## config.mk

```make
export PLATFORM = sky130hd
export DESIGN_NAME = mbx_event_irq
export DESIGN_NICKNAME = d
export VERILOG_FILES = /design/src/rtl/mbx_irq_pkg.sv /design/src/rtl/mbx_flag_edge.sv /design/src/rtl/mbx_irq_pend.sv /design/src/rtl/mbx_event_irq.sv
export SDC_FILE = /design/constraint.sdc
export NUM_CORES = 1
export LEC_CHECK = 0
export BUFFER_PORTS_ARGS = -buffer_cell sky130_fd_sc_hd__clkbuf_2
export CAP_MARGIN = 20
export CELL_PAD_IN_SITES_DETAIL_PLACEMENT = 1
export CELL_PAD_IN_SITES_GLOBAL_PLACEMENT = 1
export CORE_MARGIN = 2
export CORE_UTILIZATION = 25
export CTS_CLUSTER_DIAMETER = 80
export DETAILED_ROUTE_END_ITERATION = 7
export PLACE_DENSITY_LB_ADDON = 0.25
export RECOVER_POWER = 100
export SYNTH_ARGS = -nofsm -noshare
export SYNTH_HDL_FRONTEND = slang
export SYNTH_SLANG_ARGS = --single-unit
```

## constraint.sdc

```tcl
create_clock -name clk -period 2.7 [get_ports clk]
set_input_delay 0.54 -clock clk [delete_from_list [all_inputs] [get_ports clk]]
set_output_delay 0.54 -clock clk [all_outputs]
set_load 0.02 [all_outputs]
```

## src/rtl/mbx_irq_pkg.sv

```systemverilog
package mbx_irq_pkg;
  // Which flag transition counts as an event
  typedef enum logic {
    EDGE_FILL  = 1'b1,
    EDGE_DRAIN = 1'b0
  } edge_kind_e;

  localparam int DEF_MB_CNT   = 4;
  localparam int DEF_MB_BYTES = 4;
endpackage

```

## src/rtl/mbx_flag_edge.sv

```systemverilog
module mbx_flag_edge
  import mbx_irq_pkg::*;
#(
  parameter int         FLAG_W = 16,
  parameter int         IDX_W  = $clog2(FLAG_W),
  parameter edge_kind_e KIND   = EDGE_FILL
) (
  input  logic              clk,
  input  logic              rst,
  input  logic [FLAG_W-1:0] flags,
  input  logic [IDX_W-1:0]  idx,
  output logic              evt
);
  logic             cur;
  logic             prev_q;
  logic             armed_q;
  logic [IDX_W-1:0] idx_q;
  logic             trans;

  assign cur = flags[idx];

  generate
    if (KIND == EDGE_FILL) begin : g_fill
      assign trans = cur & ~prev_q;
    end else begin : g_drain
      assign trans = ~cur & prev_q;
    end
  endgenerate

  // An event needs a captured sample taken from the same selected flag
  assign evt = armed_q && (idx == idx_q) && trans;

  always_ff @(posedge clk) begin
    if (rst) begin
      prev_q  <= 1'b0;
      armed_q <= 1'b0;
      idx_q   <= '0;
    end else begin
      prev_q  <= cur;
      armed_q <= 1'b1;
      idx_q   <= idx;
    end
  end


  first_after_reset_quiet_chk: assert property (@(posedge clk) disable iff (rst)
    !armed_q |-> !evt);
endmodule

```

## src/rtl/mbx_irq_pend.sv

```systemverilog
module mbx_irq_pend (
  input  logic clk,
  input  logic rst,
  input  logic evt,
  input  logic en,
  input  logic clr,
  output logic pend,
  output logic pend_nxt
);
  // A new event wins over a simultaneous clear
  assign pend_nxt = (evt & en) | (pend & ~clr);

  always_ff @(posedge clk) begin
    if (rst) pend <= 1'b0;
    else     pend <= pend_nxt;
  end


  event_sets_pend_chk: assert property (@(posedge clk) disable iff (rst)
    (evt && en) |=> pend);

  pend_sticky_chk: assert property (@(posedge clk) disable iff (rst)
    (pend && !clr) |=> pend);

  clear_drops_pend_chk: assert property (@(posedge clk) disable iff (rst)
    (clr && !(evt && en)) |=> !pend);

  disabled_no_set_chk: assert property (@(posedge clk) disable iff (rst)
    (!pend && !en) |=> !pend);
endmodule

```

## src/rtl/mbx_event_irq.sv

```systemverilog
module mbx_event_irq
  import mbx_irq_pkg::*;
#(
  parameter int MB_CNT   = DEF_MB_CNT,
  parameter int MB_BYTES = DEF_MB_BYTES,
  localparam int FLAG_W  = MB_CNT * MB_BYTES,
  localparam int MB_W    = $clog2(MB_CNT),
  localparam int BYTE_W  = $clog2(MB_BYTES),
  localparam int IDX_W   = $clog2(FLAG_W)
) (
  input  logic              clk,
  input  logic              rst,
  input  logic [FLAG_W-1:0] in_full,
  input  logic [FLAG_W-1:0] out_full,
  input  logic              arr_en,
  input  logic [MB_W-1:0]   arr_mb,
  input  logic [BYTE_W-1:0] arr_byte,
  input  logic              arr_clr,
  input  logic              drn_en,
  input  logic [MB_W-1:0]   drn_mb,
  input  logic [BYTE_W-1:0] drn_byte,
  input  logic              drn_clr,
  output logic              arr_pend,
  output logic              drn_pend,
  output logic              irq_n
);
  logic [IDX_W-1:0] arr_idx, drn_idx;
  logic             arr_evt, drn_evt;
  logic             arr_nxt, drn_nxt;

  assign arr_idx = IDX_W'(arr_mb) * IDX_W'(MB_BYTES) + IDX_W'(arr_byte);
  assign drn_idx = IDX_W'(drn_mb) * IDX_W'(MB_BYTES) + IDX_W'(drn_byte);

  mbx_flag_edge #(.FLAG_W(FLAG_W), .IDX_W(IDX_W), .KIND(EDGE_FILL)) u_arr_edge (
    .clk(clk), .rst(rst), .flags(in_full), .idx(arr_idx), .evt(arr_evt));

  mbx_flag_edge #(.FLAG_W(FLAG_W), .IDX_W(IDX_W), .KIND(EDGE_DRAIN)) u_drn_edge (
    .clk(clk), .rst(rst), .flags(out_full), .idx(drn_idx), .evt(drn_evt));

  mbx_irq_pend u_arr_pend (
    .clk(clk), .rst(rst), .evt(arr_evt), .en(arr_en), .clr(arr_clr),
    .pend(arr_pend), .pend_nxt(arr_nxt));

  mbx_irq_pend u_drn_pend (
    .clk(clk), .rst(rst), .evt(drn_evt), .en(drn_en), .clr(drn_clr),
    .pend(drn_pend), .pend_nxt(drn_nxt));

  always_ff @(posedge clk) begin
    if (rst) irq_n <= 1'b1;
    else     irq_n <= ~(arr_nxt | drn_nxt);
  end


  irq_tracks_pend_chk: assert property (@(posedge clk) disable iff (rst)
    irq_n == !(arr_pend || drn_pend));

  arr_sel_change_quiet_chk: assert property (@(posedge clk) disable iff (rst)
    (!$stable(arr_idx) && !arr_pend) |=> !arr_pend);

  drn_sel_change_quiet_chk: assert property (@(posedge clk) disable iff (rst)
    (!$stable(drn_idx) && !drn_pend) |=> !drn_pend);
endmodule

```

* Yosys cells after proc, flatten, opt, wreduce, memory -nomap -nowiden
Index checks and enable logic that the tools add are counted.
Widths: inputs -> output; s select.
** Word-level totals
- Output and inout bits :: 3
- Register bits :: 14
- Word-level logic and storage cells :: 37
- Bits of input ports :: 46
** Operators by class
- Multiplexer cells :: 5
- $add $sub $neg :: 2
- Bitwise logic cells :: 14
- Reductions and logical operators :: 4
- Eq/ne operators :: 2
- $lt $le $gt $ge :: 2
** Operators with widths (number)
- $lt 4x5->1 const B :: 2
- $add 4x2->4 :: 2
- $bmux 1 s4 :: 2
- $eq 4x4->1 :: 2
- $and 1x1->1 :: 6
- $not 1->1 :: 5
- $logic_and 1x1->1 :: 4
- $mux 1 :: 3
- $or 1x1->1 :: 3

* Longest topological paths before layout
Gate-level depths: netlist (run 1).
- Depth after elaboration :: 10
- Mapped depth :: 5
- Gate-level depth less buffers :: 4

* By module
Synthesis (run 1) repeated with hierarchy kept, for this count alone.
** Second synthesis, totals
- Cells, all modules :: 69
- Area total of the unflattened synthesis :: 838.3 µm²
** Modules (own cells, without submodules)
- mbx_flag_edge (u_arr_edge) :: cells an instance 28, instances 1, area each 364.1 µm²
- mbx_flag_edge (u_drn_edge) :: cells an instance 29, instances 1, area each 346.6 µm²
- mbx_irq_pend :: cells an instance 5, instances 2, area each 50.0 µm²
- mbx_event_irq :: cells an instance 2, instances 1, area each 27.5 µm²

* Worst setup path after synthesis (run 1)
OpenSTA, ideal clock, no wires.
- Path kind :: input to register
- Start :: in drn_mb[0]
- End :: reg irq_n
- Stages on the path :: 5
- Library setup time :: 0.117 ns
- Path slack :: 0.649 ns
- Data arrival time :: 1.935 ns
- Data required time :: 2.583 ns
- Path through :: buf_6 -> mux4_2 -> mux4_2 -> o31ai_4 -> nor2_2
** Between the ends
- Cells in the longest elaborated chain, start to end :: 10
- Elaborated cells between the ends (all ways) :: 12
- Classes of those cells :: 1 x add/sub; 1 x eq/ne; 2 x mux; 6 x bitwise; 2 x reduce/logical
** Ends and longest elaborated chain
- start, declared :: RTL line mbx_event_irq.sv:20 : input logic [MB_W-1:0] drn_mb,
- $add 4x2->4 (*) :: RTL line mbx_event_irq.sv:32 : assign drn_idx = IDX_W'(drn_mb) * IDX_W'(MB_BYTES) + IDX_W'(drn_byte);
- $bmux 1 s4 :: RTL line mbx_flag_edge.sv:20 : assign cur = flags[idx];
- $mux 1 (not written as such) :: RTL line mbx_flag_edge.sv:20
- $not 1->1 :: RTL line mbx_flag_edge.sv:26 : assign trans = ~cur & prev_q;
- $and 1x1->1 :: RTL line mbx_flag_edge.sv:26
- $logic_and 1x1->1 (*) :: RTL line mbx_flag_edge.sv:31 : assign evt = armed_q && (idx == idx_q) && trans;
- $and 1x1->1 (*) :: RTL line mbx_irq_pend.sv:11 : assign pend_nxt = (evt & en) | (pend & ~clr);
- $or 1x1->1 (*) :: RTL line mbx_irq_pend.sv:11
- $or 1x1->1 (*) :: RTL line mbx_event_irq.sv:50 : else irq_n <= ~(arr_nxt | drn_nxt);
- $not 1->1 (*) :: RTL line mbx_event_irq.sv:50
- end signal, assigned :: RTL line mbx_event_irq.sv:50
- end, declared :: RTL line mbx_event_irq.sv:25 : output logic irq_n
Every way passes the cells marked *; elsewhere a longest branch is shown, timed or not. The select of a mux whose other input is x is not followed.
A chain may end at the register's enable or synchronous reset.

* Worst setup path in the final report (run 1)
Ends and elaborated chain as after synthesis.

==> run_results.csv, run 1 <==
group,metric,value,unit
job,cap_violations,0,
floorplanning,core,2810,um2
synth,synth.distinct_cells,20,
cts,tritoncts,"built",
setup_path,critical_path_class,"in2reg",
power_and_ir_drop,p_comb_share,21.7,%
synth,synth.net_count,103,
synth,synth.top_cell.area_share,37.1,%
synth,syn_inst,57,
floorplanning,die_h,59.0,um
cells_and_area,final_nets,153,
setup_path,cp_max_fo,6,
placement,port-buffer-count,48,
synth,avgSynthCellArea,13.3,um2
setup_path,crit_chain,"clkbuf_1, mux4_2, mux4_2, o31ai_1, nor2_2",
power_and_ir_drop,internal_power,329,uW
setup_path,r2r_setup_slack,1.62,ns
placement,gp_congestion,0.675,
timing,fmax,464,MHz
cells_and_area,drive_gt1_share,52.4,%
drt,first_pass_iters,6,
drt,wl_per_cell,13.4,um
setup_path,slowest_stage,"mux4_2",
cts,clk_pin_slew,0.09,ns
power_and_ir_drop,peakVddDrop,0.000115,V
cts,clockBufferDepth,2,
setup_path,worst-path-buf-inv,1,
timing,worst_pin_slew,0.531,ns
setup_path,end_kind,"flip-flop",
global_route,grt_pass1_vias,698,
drt,drc,3,
cts,post_cts_resized,0,
global_route,track_usage,11.0,%
power_and_ir_drop,clkPwrFrac,27.0,%
timing,fin_skew,0.00734,ns
drt,final_antenna_net_count,0,
power_and_ir_drop,p_leak,0.000460,uW
drt,drt-initial-drc-count,13,
setup_path,cpMostUsedCell,"mux4_2",
global_route,grt-ovfl-total,0,
floorplanning,die_w,59.0,um
timing,rsz0062_at_grt,"no",
synth,synth.largest_area_cell,"dfxtp_1",
placement,dp_cells,133,
drt,wl,1820,um
timing,min_period,2.16,ns
setup_path,crit_family,"multiplexers",
floorplanning,start_util,26.9,%
cells_and_area,area_growth,33.6,%
cts,root_buffer,"clkbuf_4",
timing,fin_tns_setup,0,ns
synth,ys_seq_area_share,37.1,%
hold_path,hp-class,"reg2reg",
cts,cts_hold_buf,0,
synth,synth_area,756,um2
synth,yosysWarningCount,0,
global_route,grt_max_degree,13,
power_and_ir_drop,p_seq_share,51.3,%
timing,slew_headroom,64.6,%
synth,synth-seq-cells,14,
setup_path,critical_path.max_stage_delay,0.56,ns
power_and_ir_drop,powerDensity,426,nW/um2
cells_and_area,layout.cells.non_filler,136,
cells_and_area,diodes,0,
setup_path,cp.required,2.87,ns
cts,clk_latency,0.27,ns
cts,cts_setup_buffers,0,
status,status,"finished with violations",
setup_path,cp.arrival,2.32,ns
global_route,grt_first_pass_wirelength,2840,um
cts,cts.sinks,14,
cts,cts_made_buffers,3,
floorplanning,ios,49,
power_and_ir_drop,swShare,23.5,%
timing,finalCritPeriodShare,79.8,%
placement,hpwl,1580,um
drt,vias_per_cell,4.51,
power_and_ir_drop,power.switching,101,uW
drt,vias,613,
timing,finalHoldViolCount,0,
status,violations,"DRC",
timing,slew_violations,0,
setup_path,crit_path_start_kind,"input pin",
synth,synthTopCellsByArea,"dfxtp_1 37%, mux4_2 27%, nor2b_1 7.5%",
floorplanning,fp.dieArea,3480,um2
floorplanning,rows,19,
timing,setup_viol,0,
cts,cts.htree.levels,1,
global_route,antenna_found_initial,0,
[registers in the layout, summed over array words and instances (netlist names)]
register,cells
u_arr_edge.idx_q,4
u_drn_edge.idx_q,4
irq_n,1
u_arr_edge.prev_q,1
u_arr_pend.pend,1
u_drn_edge.armed_q,1
u_drn_edge.prev_q,1
u_drn_pend.pend,1
[layout by cell type (no fill, tap or decap), types with 2 or more instances in the layout]
cell type   n
xnor2_1     5
clkbuf_1    6
nor2b_1     9
and2_1      2
dfxtp_1    14
clkbuf_2   42
mux4_2      9
xor2_1      3
clkbuf_4    3
[metal layers]
layer | vias up | part of all wire [%] | GRT usage, %
met5 | - | 0 | 0
met1 | 296 | 37 | 11.1
li1 | 306 | - | -
met4 | 0 | 0 | 4.87
met2 | 11 | 59 | 21.0
met3 | 0 | 3.9 | 2.62
[tightest hold or removal path, cell delays in order, from the launching register on]
cell     delay, ns
dfxtp_1       0.31
nand4_1       0.07
o31ai_1       0.09
[layout make-up]
type                       instances  area [um2]
tap                               31        38.8
timing repair buffer              48         233
inverter                           1        3.75
sequential                        14         280
fill                             345        1800
multi-input combinational         39         432
clock buffer                       3        22.5
[power groups by stage]
stage / clock network, uW / registers [uW] / logic, uW
2_1_floorplan: 0 / 225 / 57.4
3_3_place_gp: 0 / 225 / 96.2
3_5_place_dp: 0 / 226 / 98.5
4_1_cts: 123 / 221 / 98.9
5_1_grt: 131 / 222 / 104
6_report: 116 / 221 / 93.4
[kinds of logic after synthesis]
kind of cell | Yosys count | share of synthesized area (%)
muxes | 10 | 30.3
xor gates and xnor gates | 8 | 9.27
AOI/OAI and AO/OA | 2 | 4.14
and+or+nand+nor | 19 | 15.2
buffers and inverters | 4 | 3.97
DFF | 14 | 37.1
[metrics by stage]
step                total power (uW)  instance area, um2  worst slack, ns  hold slack, ns  utilization, %
floorplan                        282                 756            0.649           0.498               -
global placement                 321                1010            0.491           0.495            35.9
detailed placement               324                1010            0.461           0.522            35.9
CTS                              442                1030            0.767           0.529            36.8
global route                     457                1010            0.411           0.536            36.0
finish                           430                1010            0.545           0.526            36.0
[synthesized netlist by cell type (all sizes together)]
library cell  count
mux4             10
and2              2
xor2              3
nand4             1
dfxtp            14
o31ai             1
inv               1
nor3b             1
a41o              1
xnor2             5
nand3             1
nor2b             9
nand2             1
clkbuf            1
and3b             1
buf               2
nor3              1
nor2              2
[path summary, 6_finish.rpt]
check | start | end | depth (start not counted)
worst max-delay path | drn_mb[0] | irq_n | 5
worst min-delay path | u_drn_edge.prev_q | u_drn_pend.pend | 2
worst max register to register | u_drn_edge.idx_q[0] | irq_n | 4
worst min register to register | u_drn_edge.prev_q | u_drn_pend.pend | 2
(Power assumes the default switching activity.)
==> run 2: changes to the inputs <==
clock period = 1.8 ns   (was 2.7 ns; I/O delays follow)
==> run_results.csv, run 2 (synthesis gave the netlist of run 1 again) <==
group,metric,value,unit
status,status,"finished with violations",
status,violations,"DRC",
cts,cts.sinks,14,
cts,cts_made_buffers,3,
drt,drc,3,
floorplanning,start_util,26.9,%
drt,final_antenna_net_count,0,
setup_path,crit_path_start_kind,"input pin",
setup_path,cp.arrival,1.89,ns
setup_path,r2r_cells,4,
cts,clk_pin_slew,0.08,ns
global_route,grt_max_degree,13,
placement,place_ws,-0.184,ns
cts,cts_hold_buf,0,
hold_path,hp-start,"arr_byte[0]",
cts,root_buffer,"clkbuf_4",
drt,vias_per_cell,4.64,
cts,post_cts_resized,0,
cells_and_area,layout_common_cells,"44 x clkbuf_2, 14 x dfxtp_1, 9 x mux4_2, 9 x nor2b_1, 5 x xnor2_1",
cells_and_area,diodes,0,
timing,min_period,1.67,ns
cts,cts_setup_buffers,0,
timing,slew_violations,0,
cts,cts.htree.levels,1,
timing,fin_skew,0.00629,ns
floorplanning,core,2810,um2
drt,wl_per_cell,13.9,um
cells_and_area,reg_top3,"u_arr_edge.idx_q: 4 flops, u_drn_edge.idx_q: 4 flops",
timing,fin_ws,0.134,ns
cells_and_area,mostFrequentLayoutCell,"clkbuf_2",
cells_and_area,final_nets,155,
timing,finalCritPeriodShare,92.6,%
drt,first_pass_iters,5,
cts,clockBufferDepth,2,
floorplanning,fp.dieArea,3480,um2
timing,finalHoldViolCount,0,
cells_and_area,drive_gt1_share,56.1,%
setup_path,cp.required,2.02,ns
cts,clk_latency,0.28,ns
setup_path,end_kind,"flip-flop",
job,cap_violations,0,
global_route,track_usage,12.1,%
setup_path,rr_startpoint,"u_drn_edge.armed_q",
setup_path,crit_path_start,"arr_mb[0]",
power_and_ir_drop,peakVddDrop,0.000238,V
cells_and_area,final_core_util,37.1,%
timing,slew_headroom,61.2,%
floorplanning,ios,49,
drt,vias,641,
drt,drt-initial-drc-count,22,
timing,fin_tns_setup,0,ns
hold_path,hp-class,"in2reg",
timing,rsz0062_at_grt,"no",
global_route,antenna_found_initial,0,
power_and_ir_drop,p_leak,0.000477,uW
setup_path,cp_max_fo,5,
power_and_ir_drop,powerDensity,633,nW/um2
cts,tritoncts,"built",
cells_and_area,area_growth,37.7,%
setup_path,r2r_end,"irq_n",
global_route,grt-ovfl-total,0,
timing,fmax,600,MHz
global_route,grt_pass1_vias,734,
power_and_ir_drop,finalPower,659,uW
floorplanning,die_w,59.0,um
hold_path,worst_hold_path.endpoint,"u_arr_edge.idx_q[0]",
timing,timing.hold.ws,0.334,ns
drt,wl,1910,um
placement,gp_congestion,0.698,
floorplanning,rows,19,
placement,port-buffer-count,48,
timing,worst_pin_slew,0.581,ns
setup_path,critical_path_class,"in2reg",
floorplanning,die_h,59.0,um
global_route,grt_first_pass_wirelength,3080,um
timing,setup_viol,0,
hold_path,min_path_cells,2,
setup_path,r2r_setup_slack,0.69,ns
run 2: cell count changes in the layout (fill, tap and decap cells not counted):
cell and delta:
o31ai_4 +1, and2_0 +1, buf_4 +2, and2_1 -1
clkbuf_2 +2, clkbuf_1 -2, o31ai_1 -1
run 2: where the power goes:
part / switching, uW / total (uW) / leakage, uW / internal (uW)
registers: 5.49 / 331 / 0.000116 / 325
logic: 54.5 / 149 / 0.000347 / 94.2
clock network: 101 / 179 / 0.0000138 / 77.7
run 2: critical path, cell delays in order:
cell,delay (ns)
clkbuf_2,0.17
mux4_1,0.56
mux4_2,0.49
a41o_1,0.22
nor2_2,0.10
run 2: how the worst max path moves through the flow:
stage                  to  slack, ns  cells after the start
finish              irq_n       0.13                      5
detailed placement  irq_n      -0.18                      5
floorplan           irq_n     -0.004                      5
CTS                 irq_n       0.12                      5
global placement    irq_n      -0.14                      5
global route        irq_n       0.08                      5
run 2: cell type report:
type                    instances  area [um2]
flip-flops and latches         14         280
repair buffers                 50         250
inverters                       1        3.75
well taps                      31        38.8
multi-input cells              39         445
clock buffers                   3        22.5
fillers                       336        1760
run 2: stage by stage:
step,instances,instance area [um2]
final,138,1040
after CTS,138,1050
after detailed placement,135,1020
after global routing,138,1040
after floorplan,57,756
after global placement,135,1020
run 2: metal layers:
layer | up-vias | wire length [um] | global-route usage [%] | part of all wire, %
met2 | 19 | 1080 | 22.1 | 56
met3 | 4 | 87 | 3.49 | 4.6
met4 | 0 | 34 | 6.49 | 1.8
li1 | 310 | - | - | -
met1 | 308 | 714 | 12.3 | 37
met5 | - | 0 | 0 | 0
==> run 3: changes to the inputs <==
MAX_ROUTING_LAYER = met4   (was default)
SETUP_SLACK_MARGIN = 0.3   (was default)
==> run_results.csv, run 3 (synthesis gave the netlist of run 1 again) <==
group,metric,value,unit
status,status,"finished with violations",
status,violations,"DRC",
cells_and_area,area_growth,44.7,%
setup_path,cpMostUsedCell,"mux4_2",
hold_path,min_path_cells,2,
placement,placed_cell_area,1020,um2
timing,slew_headroom,63.2,%
cells_and_area,diodes,0,
drt,drt-initial-drc-count,12,
power_and_ir_drop,p_leak,0.000499,uW
timing,finalHoldViolCount,0,
drt,wl,1980,um
global_route,grt-ovfl-total,0,
floorplanning,die_w,59.0,um
cells_and_area,layout_common_cells,"42 x clkbuf_2, 14 x dfxtp_1, 10 x mux4_2",
cts,cts_made_buffers,3,
drt,wl_per_cell,14.2,um
power_and_ir_drop,finalPower,712,uW
global_route,grt_pass1_vias,742,
cells_and_area,mostFrequentLayoutCell,"clkbuf_2",
floorplanning,die_h,59.0,um
timing,slew_violations,0,
floorplanning,rows,19,
cts,cts.sinks,14,
floorplanning,fp.dieArea,3480,um2
cts,root_buffer,"clkbuf_4",
cells_and_area,reg_top3,"u_arr_edge.idx_q: 4 flops, u_drn_edge.idx_q: 4 flops",
global_route,met1_usage,13.1,%
floorplanning,ios,49,
cts,cts.htree.levels,1,
global_route,grt_first_pass_wirelength,3170,um
setup_path,critical_path_class,"in2reg",
timing,finalCritPeriodShare,87.0,%
setup_path,end_kind,"flip-flop",
setup_path,cp.required,1.98,ns
floorplanning,core,2810,um2
setup_path,r2r_setup_slack,0.69,ns
global_route,groute.layer.met2.usage,22.4,%
setup_path,worst-path-buf-inv,1,
cts,clk_latency,0.28,ns
setup_path,cp_max_fo,5,
placement,port-buffer-count,48,
setup_path,r2r_end,"irq_n",
hold_path,hp-start,"arr_byte[0]",
job,cap_violations,0,
setup_path,r2r_cells,4,
placement,place_ws,-0.178,ns
floorplanning,start_util,26.9,%
setup_path,crit_path_start_kind,"input pin",
timing,rsz0062_at_grt,"yes",
cells_and_area,final_nets,156,
power_and_ir_drop,powerDensity,651,nW/um2
cts,clk_pin_slew,0.08,ns
global_route,met3_usage,4.37,%
timing,worst_pin_slew,0.552,ns
placement,hpwl,1770,um
timing,fmax,639,MHz
cts,cts_hold_buf,0,
power_and_ir_drop,peakVddDrop,0.000204,V
setup_path,critical_path.max_stage_delay,0.52,ns
drt,vias_per_cell,4.58,
drt,vias,641,
setup_path,slowest_stage,"mux4_2",
hold_path,worst_hold_path.endpoint,"u_arr_edge.idx_q[0]",
global_route,grt_busiest_layer,"met2",
cells_and_area,finalInstanceArea,1090,um2
cts,clockBufferDepth,2,
timing,setup_viol,0,
placement,gp_congestion,0.725,
timing,fin_ws,0.234,ns
global_route,antenna_found_initial,0,
drt,first_pass_iters,5,
cells_and_area,final_core_util,39.0,%
global_route,track_usage,12.7,%
setup_path,crit_chain,"clkbuf_16, mux4_2, mux4_2, o31ai_4, nor2_2",
timing,fin_skew,0.00163,ns
setup_path,cp.arrival,1.74,ns
cts,tritoncts,"built",
drt,final_antenna_net_count,0,
setup_path,rr_startpoint,"u_drn_edge.armed_q",
setup_path,cp.depth,5,
drt,drc,3,
timing,min_period,1.57,ns
cells_and_area,drive_gt1_share,57.8,%
setup_path,crit_family,"multiplexers",
global_route,grt_max_degree,13,
hold_path,hp-class,"in2reg",
## run 3: cell count changes in the layout (fill, tap and decap cells not counted), sizes merged
cell | previous run | this run
buf | 2 | 4
## run 3: metal layers
layer  up-vias  share of wire (%)
met5         -                  0
met4         0                1.3
met3         4                6.4
met2        23                 57
met1       301                 35
li1        313                  -
## run 3: repair_timing
item | 4_1_cts | 5_1_grt
setup buffers | 0 | 1
resized for setup | 5 | 2
endpoints found under the setup margin | 5 | 3
gates cloned | 0 | 0
## run 3: worst max-delay path by stage
stage | start | end
final | drn_mb[0] | irq_n
after global routing | drn_mb[0] | irq_n
after CTS | arr_mb[0] | irq_n
after detailed placement | drn_mb[0] | irq_n
after global placement | drn_mb[0] | irq_n
after floorplan | drn_mb[0] | irq_n
## run 3: where the power goes
group          total [uW]  switching (uW)  internal [uW]
Combinational         159            54.7            104
Sequential            331            5.62            325
Clock                 222            99.3            123
## run 3: area by class of cell
type	instances	area, um2
clock buffers	4	36.3
fillers	334	1710
inverters	1	3.75
multi-input cells	39	442
flip-flops and latches	14	280
well taps	31	38.8
repair buffers	51	293
## run 3: metrics by stage
step	hold WS, ns	instances	TNS [ns]
after floorplan	0.488	57	0
after global placement	0.505	135	-0.343
after detailed placement	0.506	135	-0.520
after CTS	0.340	139	0
after global routing	0.351	140	0
final	0.346	140	0
